==> config.mk <==
export PLATFORM = sky130hd
export DESIGN_NAME = ecc_err_stats
export DESIGN_NICKNAME = d
export VERILOG_FILES = /design/src/rtl/ecc_stats_pkg.sv /design/src/rtl/ecc_sat_counter.sv /design/src/rtl/ecc_chan_stats.sv /design/src/rtl/ecc_reg_if.sv /design/src/rtl/ecc_err_stats.sv
export SDC_FILE = /design/constraint.sdc
export NUM_CORES = 1
export LEC_CHECK = 0
export ABC_CLOCK_PERIOD_IN_PS = 2000
export CORE_UTILIZATION = 50
export DETAILED_ROUTE_END_ITERATION = 8
export PLACE_DENSITY = 0.72
export SLEW_MARGIN = 20
export SYNTH_ARGS = -nofsm -noshare
export SYNTH_HDL_FRONTEND = slang
export SYNTH_HIERARCHICAL = 1
export SYNTH_SLANG_ARGS = --single-unit
==> constraint.sdc <==
create_clock -name clk -period 2 [get_ports clk]
set_input_delay 0.4 -clock clk [delete_from_list [all_inputs] [get_ports clk]]
set_output_delay 0.4 -clock clk [all_outputs]
set_load 0.02 [all_outputs]
==> src/rtl/ecc_stats_pkg.sv <==
`timescale 1ns/1ps
package ecc_stats_pkg;
  localparam int THR_ADDR  = 0;
  localparam int CLR_ADDR  = 1;
  localparam int CH_BASE   = 4;
  localparam int CH_STRIDE = 4;
  localparam int SB_OFS    = 0;
  localparam int DB_OFS    = 1;
  localparam int FLAG_OFS  = 2;

  function automatic int chan_addr(input int ch, input int ofs);
    return CH_BASE + ch * CH_STRIDE + ofs;
  endfunction
endpackage

==> src/rtl/ecc_sat_counter.sv <==
`timescale 1ns/1ps
module ecc_sat_counter #(
  parameter int W = 8
) (
  input  logic         clk,
  input  logic         rst,
  input  logic         clr,
  input  logic         inc,
  output logic [W-1:0] q
);
  localparam logic [W-1:0] MAX = {W{1'b1}};

  always_ff @(posedge clk) begin
    if (rst || clr) q <= '0;
    else if (inc && q != MAX) q <= q + 1'b1;
  end
endmodule

==> src/rtl/ecc_chan_stats.sv <==
`timescale 1ns/1ps
module ecc_chan_stats #(
  parameter int CW = 8
) (
  input  logic          clk,
  input  logic          rst,
  input  logic          clr_i,
  input  logic [CW-1:0] thresh_i,
  input  logic          sb_i,
  input  logic          db_i,
  input  logic          flag_rd_i,
  output logic [CW-1:0] cnt_sb_o,
  output logic [CW-1:0] cnt_db_o,
  output logic          flag_o
);
  logic [CW-1:0] pre_q;
  logic          armed, ev_sb, pre_inc, sb_inc, db_inc;

  // pre-count absorbs events until it has reached the threshold
  assign armed   = (pre_q >= thresh_i);
  assign ev_sb   = sb_i & ~clr_i;
  assign pre_inc = ev_sb & ~armed;
  assign sb_inc  = ev_sb & armed;
  assign db_inc  = db_i & ~clr_i;

  ecc_sat_counter #(.W(CW)) u_pre (
    .clk(clk), .rst(rst), .clr(clr_i), .inc(pre_inc), .q(pre_q)
  );
  ecc_sat_counter #(.W(CW)) u_sb (
    .clk(clk), .rst(rst), .clr(clr_i), .inc(sb_inc), .q(cnt_sb_o)
  );
  ecc_sat_counter #(.W(CW)) u_db (
    .clk(clk), .rst(rst), .clr(clr_i), .inc(db_inc), .q(cnt_db_o)
  );

  // a counted event wins over the read-clear in the same cycle
  always_ff @(posedge clk) begin
    if (rst)            flag_o <= 1'b0;
    else if (sb_inc)    flag_o <= 1'b1;
    else if (flag_rd_i) flag_o <= 1'b0;
  end
endmodule

==> src/rtl/ecc_reg_if.sv <==
`timescale 1ns/1ps
module ecc_reg_if
  import ecc_stats_pkg::*;
#(
  parameter int NCH = 2,
  parameter int CW  = 8,
  parameter int AW  = 4
) (
  input  logic              clk,
  input  logic              rst,
  input  logic              bus_wr_i,
  input  logic              bus_rd_i,
  input  logic [AW-1:0]     bus_addr_i,
  input  logic [CW-1:0]     bus_wdata_i,
  input  logic [NCH*CW-1:0] cnt_sb_i,
  input  logic [NCH*CW-1:0] cnt_db_i,
  input  logic [NCH-1:0]    flag_i,
  output logic [CW-1:0]     thresh_o,
  output logic              clr_o,
  output logic [NCH-1:0]    flag_rd_o,
  output logic [CW-1:0]     rdata_o
);
  logic [CW-1:0] rd_mux;

  always_comb begin
    rd_mux = '0;
    if (bus_addr_i == AW'(THR_ADDR)) rd_mux = thresh_o;
    if (bus_addr_i == AW'(CLR_ADDR)) rd_mux = CW'(clr_o);
    for (int c = 0; c < NCH; c++) begin
      if (bus_addr_i == AW'(chan_addr(c, SB_OFS)))   rd_mux = cnt_sb_i[c*CW +: CW];
      if (bus_addr_i == AW'(chan_addr(c, DB_OFS)))   rd_mux = cnt_db_i[c*CW +: CW];
      if (bus_addr_i == AW'(chan_addr(c, FLAG_OFS))) rd_mux = CW'(flag_i[c]);
    end
  end

  always_comb begin
    for (int c = 0; c < NCH; c++)
      flag_rd_o[c] = bus_rd_i && (bus_addr_i == AW'(chan_addr(c, FLAG_OFS)));
  end

  always_ff @(posedge clk) begin
    if (rst) begin
      thresh_o <= '0;
      clr_o    <= 1'b0;
      rdata_o  <= '0;
    end else begin
      if (bus_wr_i && bus_addr_i == AW'(THR_ADDR)) thresh_o <= bus_wdata_i;
      if (bus_wr_i && bus_addr_i == AW'(CLR_ADDR)) clr_o    <= bus_wdata_i[0];
      if (bus_rd_i) rdata_o <= rd_mux;
    end
  end
endmodule

==> src/rtl/ecc_err_stats.sv <==
`timescale 1ns/1ps
module ecc_err_stats #(
  parameter int NCH    = 2,
  parameter int CNT_W  = 8,
  parameter int ADDR_W = 4
) (
  input  logic              clk,
  input  logic              rst,
  input  logic [NCH-1:0]    sb_err_i,
  input  logic [NCH-1:0]    db_err_i,
  input  logic              bus_wr_i,
  input  logic              bus_rd_i,
  input  logic [ADDR_W-1:0] bus_addr_i,
  input  logic [CNT_W-1:0]  bus_wdata_i,
  output logic [CNT_W-1:0]  bus_rdata_o,
  output logic [NCH-1:0]    thresh_irq_o
);
  logic [CNT_W-1:0]     thresh_q;
  logic                 clr_q;
  logic [NCH-1:0]       flag_rd;
  logic [NCH*CNT_W-1:0] cnt_sb_all;
  logic [NCH*CNT_W-1:0] cnt_db_all;
  logic [NCH-1:0]       flag_all;

  ecc_reg_if #(.NCH(NCH), .CW(CNT_W), .AW(ADDR_W)) u_regs (
    .clk(clk), .rst(rst),
    .bus_wr_i(bus_wr_i), .bus_rd_i(bus_rd_i),
    .bus_addr_i(bus_addr_i), .bus_wdata_i(bus_wdata_i),
    .cnt_sb_i(cnt_sb_all), .cnt_db_i(cnt_db_all), .flag_i(flag_all),
    .thresh_o(thresh_q), .clr_o(clr_q), .flag_rd_o(flag_rd),
    .rdata_o(bus_rdata_o)
  );

  for (genvar c = 0; c < NCH; c++) begin : g_ch
    ecc_chan_stats #(.CW(CNT_W)) u_ch (
      .clk(clk), .rst(rst), .clr_i(clr_q), .thresh_i(thresh_q),
      .sb_i(sb_err_i[c]), .db_i(db_err_i[c]), .flag_rd_i(flag_rd[c]),
      .cnt_sb_o(cnt_sb_all[c*CNT_W +: CNT_W]),
      .cnt_db_o(cnt_db_all[c*CNT_W +: CNT_W]),
      .flag_o(flag_all[c])
    );
  end

  assign thresh_irq_o = flag_all;
endmodule

[Word-level counts from Yosys, hierarchy flattened]
Cells that the tools add are included.
W data, S select, Z words.
Operators by class
  $add $sub $neg: 6
  magnitude comparators: 2
  equal/unequal tests: 13
  mux-type cells: 12
  bitwise gates (word level): 11
  reduce and logical (&&, ||, !) cells: 14
Operators by type and width (count)
  $mux W8: 8
  $add A8 B1 Y8 const B: 6
  $ne A8 B8 Y1 const B: 6
  $ge A8 B8 Y1: 2
  $eq A4 B3 Y1 const B: 3
  $eq A4 B4 Y1 const B: 3
  $logic_and A1 B1 Y1: 10
  $and A1 B1 Y1: 8
  $eq A4 B1 Y1 const B: 1
  $logic_not A4 Y1: 1
  $mux W1: 4
  $reduce_bool A2 Y1: 2
  $not A1 Y1: 3
  $logic_or A1 B1 Y1: 1
Storage, ports and cells
  register bits: 67
  output and inout bits: 10
  word-level logic and storage cells: 69

[Logic depth before layout (Yosys ltp)]
Gate-level depths: netlist of the first run.
  word-level depth: 9
  gate-level depth with buffers: 9

[Modules after synthesis]
The synthesis of the first run kept the hierarchy.
By module, submodules not included
  ecc_sat_counter: times used 6, cells each 48, area each 421.7 µm², seq. area each 160.2 µm²
  ecc_reg_if: times used 1, cells each 104, area each 991.0 µm², seq. area each 340.3 µm²
  ecc_chan_stats: times used 2, cells each 34, area each 264.0 µm², seq. area each 20.0 µm²

[Worst setup path before layout of the first run]
OpenSTA, ideal clock, no wires.
  path kind: reg-to-reg
  start: reg u_regs.thresh_o[2]
  end: reg g_ch[1].u_ch.u_sb.q[6]
  arrival: 1.994 ns
  required time: 1.885 ns
  setup slack: -0.110 ns
  cell stages (with the launch flop): 9
  clock period less this slack: 2.110 ns
  path through: dfxtp_1 -> inv_1 -> ha_1 -> o211ai_1 -> a211o_1 -> a21oi_1 -> nand3_1 -> or4_1 -> and3_1
On the way
  longest elaborated chain between the ends: 3
Ends and longest elaborated chain
  start, declared: line ecc_reg_if.sv:18  | output logic [CW-1:0] thresh_o,
  start signal, assigned: line ecc_reg_if.sv:47  | if (bus_wr_i && bus_addr_i == AW'(THR_ADDR)) thresh_o <= bus_wdata_i;
  $ge A8 B8 Y1: line ecc_chan_stats.sv:20  | assign armed = (pre_q >= thresh_i);
  $and A1 B1 Y1: line ecc_chan_stats.sv:23  | assign sb_inc = ev_sb & armed;
  via g_ch[1].u_ch.sb_inc: line ecc_chan_stats.sv:17  | logic armed, ev_sb, pre_inc, sb_inc, db_inc;
  $logic_and A1 B1 Y1: line ecc_sat_counter.sv:15  | else if (inc && q != MAX) q <= q + 1'b1;
  end signal, assigned: line ecc_sat_counter.sv:15
  end, declared: line ecc_sat_counter.sv:9  | output logic [W-1:0] q
The timed path passes the listed nets, and every way through them passes these cells.
A chain may end at the register's enable or synchronous reset.

[Final worst setup path of the first run]
Ends and elaborated chain as after synthesis.

==> qor.yml, run 1 <==
synth_fa_ha_area_share_pct: 6.80
routedWlPerCell_um: 16.6
route.antenna.remaining_nets: 0
synthesis.nets: 502
crit_type: "reg2reg"
initial_utilization_pct: 52.1
path_max_fanout: 4
drt_wl_total_um: 10900
finalHoldViolations: 0
max_freq_ghz: 0.455
detail_route.first_pass.iterations: 7
finalNetCount: 589
finish.cell_count_without_fillers: 654
post_route_cells_drive_above_1_share_pct: 30.1
synth_simple_gate_area_share_pct: 27.9
finalHoldWorstSlack_ns: 0.497
post-route-period-util_pct: 110
syn-instance-count: 460
number_of_placement_rows: 32
cts_inserted_buffers: 9
crit_slowest_cell: "sky130_fd_sc_hd__or4_1"
synth_flop_cell: "sky130_fd_sc_hd__dfxtp_1"
syn2layout_area_growth_pct: 33.7
crit_path_cell_trace: "inv_2 -> ha_4 -> o211ai_1 -> a211o_1 -> a21oi_4 -> nand3_2 -> or4_1 -> and3_1"
route.vias.total: 3874
synth_seq_area_share_pct: 33.1
post_synthesis_sequential_element_count: 67
groute.usage.overall_pct: 25.0
rsz0062_at_grt: "yes"
synth-warning-count: 6
synth_cell_types: 46
drc_errors: 0
setup_viol_count_final: 16
most_common_cell_after_layout_fill_and_taps_aside: "sky130_fd_sc_hd__dfxtp_1"
worst-endpoint-required_ns: 2.24
first_global_vias: 3670
cp_endpoint_kind: "register"
fraction_of_the_mapped_netlist_area_in_compound_gates_pct: 15.5
ctsRootBufferMaster: "sky130_fd_sc_hd__clkbuf_8"
tightest_slew_ns: 0.572
cts-htree-levels: 3
fin_area_mm2: 0.00541
chipWidth_um: 92.0
pre_cts_slack_ns: -0.203
clkLatencyLatePin_ns: 0.34
dominant_combinational_cell_family_by_area_after_synthesis: "simple AND/OR/NAND/NOR gates"
first_pass_grt_wire_length_um: 16900
timing.max_cap.violations: 0
max-slew-margin-rel_pct: 61.7
worst-r2r-setup-slack_ns: -0.20
core_area_mm2: 0.00777
dp_hpwl_um: 7400
postSynth.asyncResetShare_pct: 0
via_per_inst: 5.92
grt.overflow.total: 0
syn_area_mm2: 0.00405
floorplan.die_area_mm2: 0.00846
synth_enable_flop_cells: 0
cellLeakagePower_nw: 2.10
worst_hold_path_type: "reg2reg"
run_status: "complete, but fails checks"
io_pins: 30
synth.area.mux_share_pct: 12.4
start_kind: "register"
postLayoutSetupSlackWorst_ns: -0.196
power_total_mw: 2.86
critPathTopFamily: "simple AND/OR/NAND/NOR gates"
number_of_antenna_violations_at_the_first_check_in_global_routing: 0
max_stage_delay_ns: 0.43
synthXorXnorAreaFrac_pct: 0
irDropWorstVdd_uv: 306
pin_count_of_the_biggest_net_entering_global_routing: 51
failed_checks: "setup timing"
placement.io_buffers: 29
cts.sinks: 67
r2r_cells: 8
gp_congestion: 0.875
crit_arrival_ns: 2.43
average_instance_area_after_synthesis_um2: 8.80
tritoncts: "built"
clk_transition_reported_paths_ns: 0.07
num_antenna_cells: 0
shortest_clock_period_the_worst_path_allows_after_layout_ns: 2.20
worst-path-stages: 8
clock_path_buffers: 2
power_per_cell_area_mw_per_mm2: 528
placed_area_mm2: 0.00489
first_iter_violations: 240
whs_path_depth: 2
maxSlewViolCount: 0
die_height_um: 92.0
dpl.cell_count: 628
worst_clock_skew_ns: 0.00759
worst-path-buf-inv: 1
most_frequent_cells_in_the_layout: "sky130_fd_sc_hd__dfxtp_1, sky130_fd_sc_hd__buf_4, sky130_fd_sc_hd__nand2_1"
==> where the power goes <==
group | leakage [nW] | internal [mW] | switching [mW]
registers | 0.549 | 1.36 | 0.0333
logic | 1.46 | 0.179 | 0.168
clock network | 0.0947 | 0.611 | 0.510
==> kinds of logic after synthesis <==
| logic type | count (synthesis) |
|---|---|
| AND/OR/NAND/NOR | 194 |
| adder cells (fa/ha/maj) | 22 |
| multiplexers | 49 |
| buffers and inverters | 40 |
| flip-flops | 67 |
| AO/OA/AOI/OAI | 88 |
==> metal layers <==
layer	global-route usage, %	wire length (um)	share of wire, %	up-vias
li1	-	-	-	1899
met4	6.38	238	2.2	0
met2	45.1	5390	50	89
met5	0	0	0	-
met3	5.22	395	3.6	25
met1	29.8	4850	45	1861
==> synthesized netlist by cell type (all sizes together) (2+ instances only) <==
| cell | instances | area [um2] |
|---|---|---|
| nand2b | 6 | 37.5 |
| nor3b | 3 | 22.5 |
| o21ai | 10 | 50.1 |
| clkbuf | 2 | 7.51 |
| a21oi | 33 | 165 |
| and2 | 7 | 51.3 |
| o211ai | 2 | 15.0 |
| mux2i | 40 | 400 |
| nor4 | 7 | 58.8 |
| and3b | 14 | 125 |
| nand4 | 14 | 87.6 |
| o2bb2ai | 8 | 70.1 |
| ha | 22 | 275 |
| a221oi | 2 | 30.0 |
| a222oi | 7 | 70.1 |
| a211o | 2 | 17.5 |
| a211oi | 4 | 30.0 |
| nor2b | 3 | 18.8 |
| or3 | 18 | 120 |
| a21boi | 12 | 113 |
| nand2 | 44 | 165 |
| and3 | 12 | 75.1 |
| and4 | 12 | 113 |
| nor3 | 3 | 15.0 |
| nand3 | 12 | 60.1 |
| or4 | 6 | 45.0 |
| inv | 26 | 97.6 |
| dfxtp | 67 | 1340 |
| nor2 | 31 | 116 |
| mux2 | 9 | 101 |
| o2111ai | 6 | 52.6 |
| buf | 12 | 67.6 |
==> what timing repair did <==
item / CTS / global route
pin swaps: 21 / 15
setup endpoints to repair: 17 / 28
hold buffers: 0 / 0
setup buffers: 8 / 4
gates resized for setup: 39 / 31
==> state kept, by name, summed over array words and instances (netlist names) <==
signal	cells
u_regs/thresh_o	8
u_regs/rdata_o	8
g_ch.u_ch/u_db/q	16
g_ch.u_ch/u_pre/q	16
g_ch.u_ch/u_sb/q	16
u_regs/clr_o	1
g_ch.u_ch/flag_o	2
==> stage by stage <==
stage	setup TNS, ns	utilization, %
floorplan	-0.0574	-
global placement	-1.26	63.0
detailed placement	-2.67	63.0
CTS	-0.767	67.3
global route	-4.18	69.7
finish	-1.48	69.7
==> path summary, 6_finish.rpt <==
| check | startpoint | end |
|---|---|---|
| max reg2reg | u_regs/thresh_o[2] | g_ch[1].u_ch/u_sb/q[6] |
| max | u_regs/thresh_o[2] | g_ch[1].u_ch/u_sb/q[6] |
| min | g_ch[1].u_ch/u_db/q[1] | g_ch[1].u_ch/u_db/q[1] |
| min reg2reg | g_ch[1].u_ch/u_db/q[1] | g_ch[1].u_ch/u_db/q[1] |
==> area by class of cell <==
class / instances / area (um2)
clock buffer: 14 / 153
inverter: 26 / 97.6
timing repair buffer: 90 / 812
multi-input combinational: 353 / 2820
clock inverter: 2 / 35.0
fill: 598 / 2350
sequential: 67 / 1370
tap: 102 / 128
==> worst register-to-register path, delay by kind of cell (launching register included) <==
family,cells,cell delay [ns]
AO/OA/AOI/OAI,3,0.67
AND/OR/NAND/NOR,3,0.72
adder cells (fa/ha/maj),1,0.27
buffers and inverters,1,0.05
flip-flops,1,0.38
Note: power is estimated with default switching activity, not from simulation.
==> run 2, diff against run 1 <==
--- a/config.mk
+++ b/config.mk
@@ -8,7 +8,7 @@
 export ABC_CLOCK_PERIOD_IN_PS = 2000
 export CORE_UTILIZATION = 50
 export DETAILED_ROUTE_END_ITERATION = 8
-export PLACE_DENSITY = 0.72
+export PLACE_DENSITY = 0.8
 export SLEW_MARGIN = 20
 export SYNTH_ARGS = -nofsm -noshare
 export SYNTH_HDL_FRONTEND = slang
==> qor.yml, run 2 (synthesized netlist as in run 1, its figures left out) <==
worst_hold_path_type: "reg2reg"  # unchanged
crit_path_frequent_cell: "sky130_fd_sc_hd__nor2_1"
die_height_um: 92.0  # unchanged
crit_slowest_cell: "sky130_fd_sc_hd__or4_4"  # was sky130_fd_sc_hd__or4_1
first_pass_grt_wire_length_um: 17600  # was 16,900 um
rsz0062_at_grt: "yes"  # unchanged
tritoncts: "built"  # unchanged
clock_path_buffers: 2  # unchanged
placement.io_buffers: 29  # unchanged
drc_errors: 0  # unchanged
grt.overflow.total: 0  # unchanged
via_per_inst: 6.05  # was 5.92
max-slew-margin-rel_pct: 61.4  # was 61.7%
irDropWorstVdd_uv: 309  # was 306 uV
syn2layout_area_growth_pct: 35.4  # was 33.7%
cts_inserted_buffers: 9  # unchanged
power_per_cell_area_mw_per_mm2: 508  # was 528 mW/mm2
route.antenna.remaining_nets: 0  # unchanged
clkLatencyLatePin_ns: 0.36  # was 0.34 ns
finish.cell_count_without_fillers: 654  # unchanged
chipWidth_um: 92.0  # unchanged
worst_clock_skew_ns: 0.0150  # was 0.00759 ns
failed_checks: "setup timing"  # unchanged
floorplan.die_area_mm2: 0.00846  # unchanged
crit_arrival_ns: 2.42  # was 2.43 ns
run_status: "complete, but fails checks"  # unchanged
tightest_slew_ns: 0.576  # was 0.572 ns
post-route-util_pct: 70.6  # was 69.7%
number_of_antenna_violations_at_the_first_check_in_global_routing: 0  # unchanged
cellLeakagePower_nw: 2.12  # was 2.10 nW
pre_cts_slack_ns: -0.248  # was -0.203 ns
fill_cells: 541  # was 598
maxSlewViolCount: 0  # unchanged
crit_type: "reg2reg"  # unchanged
gp_congestion: 0.899  # was 0.875
post_route_cells_drive_above_1_share_pct: 32.8  # was 30.1%
detail_route.first_pass.iterations: 5  # was 7
power_total_mw: 2.78  # was 2.86 mW
dp_hpwl_um: 7700  # was 7400 um
io_pins: 30  # unchanged
core_area_mm2: 0.00777  # unchanged
num_antenna_cells: 0  # unchanged
clk_transition_reported_paths_ns: 0.08  # was 0.07 ns
groute.usage.overall_pct: 26.4  # was 25.0%
shortest_clock_period_the_worst_path_allows_after_layout_ns: 2.18  # was 2.20 ns
finalSetupTns_ns: -1.91  # was -1.48 ns
multi_input_comb_area_mm2: 0.00290  # was 0.00282 mm2
route.vias.total: 3958  # was 3,874
most_frequent_cells_in_the_layout: "sky130_fd_sc_hd__dfxtp_1, sky130_fd_sc_hd__buf_4, sky130_fd_sc_hd__nand2_1"  # unchanged
max_freq_ghz: 0.459  # was 0.455 GHz
most_common_cell_after_layout_fill_and_taps_aside: "sky130_fd_sc_hd__dfxtp_1"  # unchanged
crit_path_cell_trace: "inv_1 -> ha_4 -> o21ai_1 -> nor2_1 -> nor2_1 -> buf_4 -> a21oi_4 -> nand3_2 -> or4_4 -> and3_4"  # was inv_2 -> ha_4 -> o211ai_1 -> a211o_1 -> a21oi_4 -> nand3_2 -> or4_1 -> and3_1
ctsRootBufferMaster: "sky130_fd_sc_hd__clkbuf_8"  # unchanged
pin_count_of_the_biggest_net_entering_global_routing: 51  # unchanged
initial_utilization_pct: 52.1  # unchanged
post-route-period-util_pct: 109  # was 110%
drt_wl_total_um: 11500  # was 10,900 um
max_stage_delay_ns: 0.42  # was 0.43 ns
top_regs: "g_ch.u_ch/u_db/q: 16 flops, g_ch.u_ch/u_pre/q: 16 flops, g_ch.u_ch/u_sb/q: 16 flops"  # unchanged
first_global_vias: 3738  # was 3,670
register_area_mm2: 0.00137  # about the same
timing.max_cap.violations: 0  # unchanged
cts.sinks: 67  # unchanged
finalNetCount: 589  # unchanged
finalHoldViolations: 0  # unchanged
cp_endpoint_kind: "register"  # unchanged
path_max_fanout: 4  # unchanged
postLayoutSetupSlackWorst_ns: -0.177  # was -0.196 ns
setup_viol_count_final: 20  # was 16
start_kind: "register"  # unchanged
routedWlPerCell_um: 17.6  # was 16.6 um
dpl.cell_count: 625  # was 628
cts-htree-levels: 3  # unchanged
worst-endpoint-required_ns: 2.25  # was 2.24 ns
number_of_buffers_inserted_for_hold_repair_after_clock_tree_synthesis: 0  # unchanged
number_of_placement_rows: 32  # unchanged
first_iter_violations: 235  # was 240
[run 2: cell types whose count changed in the layout (fill, tap and decap cells not counted), moves of 4 or more]
cell / change
sky130_fd_sc_hd__clkinv_4: +4
sky130_fd_sc_hd__clkbuf_1: -4
sky130_fd_sc_hd__a21boi_2: -4
sky130_fd_sc_hd__dfxtp_2: +4
sky130_fd_sc_hd__a21boi_4: +4
[run 2: through the flow]
step / hold WS [ns] / instance area [um2]
3_5_place_dp: 0.495 / 4870
4_1_cts: 0.507 / 5250
6_report: 0.516 / 5480
3_3_place_gp: 0.471 / 4870
2_1_floorplan: 0.457 / 4130
5_1_grt: 0.531 / 5480
[run 2: timing repair]
action,4_1_cts,5_1_grt
buffers inserted,7,7
gates resized for setup,47,38
endpoints found under the hold margin,0,0
pin swaps,27,20
setup endpoints to repair,22,29
[run 2: worst max-delay path: cells and delay by family, from the launching register on]
| family | cells | cell delay, ns |
|---|---|---|
| fa+ha+maj | 1 | 0.27 |
| compound gates | 2 | 0.26 |
| buf+inv | 2 | 0.22 |
| simple gates | 5 | 0.97 |
| flops | 1 | 0.36 |
[run 2: report_power, final]
part / leakage, nW / switching [mW] / internal, mW
Combinational: 1.48 / 0.175 / 0.185
Clock: 0.0854 / 0.577 / 0.455
Sequential: 0.549 / 0.0336 / 1.36
[run 2: layer usage]
layer  wire length (um)  share of wire, %  track usage (%)  vias up
li1                   -                 -                -     1902
met1               4860                42             31.3     1918
met2               5870                51             46.7      110
met3                463               4.0             5.39       28
met4                344               3.0             9.51        0
met5                  0                 0                0        -
[run 2: final timing paths]
check                           slack (ns)                    from                     end  depth (start not counted)
worst max-delay path                 -0.18      u_regs/thresh_o[6]  g_ch[0].u_ch/u_sb/q[6]                         10
worst min-delay path                  0.52  g_ch[0].u_ch/u_sb/q[1]  g_ch[0].u_ch/u_sb/q[1]                          2
worst min register to register        0.52  g_ch[0].u_ch/u_sb/q[1]  g_ch[0].u_ch/u_sb/q[1]                          2
worst max register to register       -0.18      u_regs/thresh_o[6]  g_ch[0].u_ch/u_sb/q[6]                         10
[run 2: final cells by class]
cell class	count	area share (%)
flip-flops and latches	67	24.9
inverters	26	1.78
clock inverters	7	1.00
repair buffers	90	14.8
multi-input cells	353	52.9
well taps	102	2.33
clock buffers	9	2.26
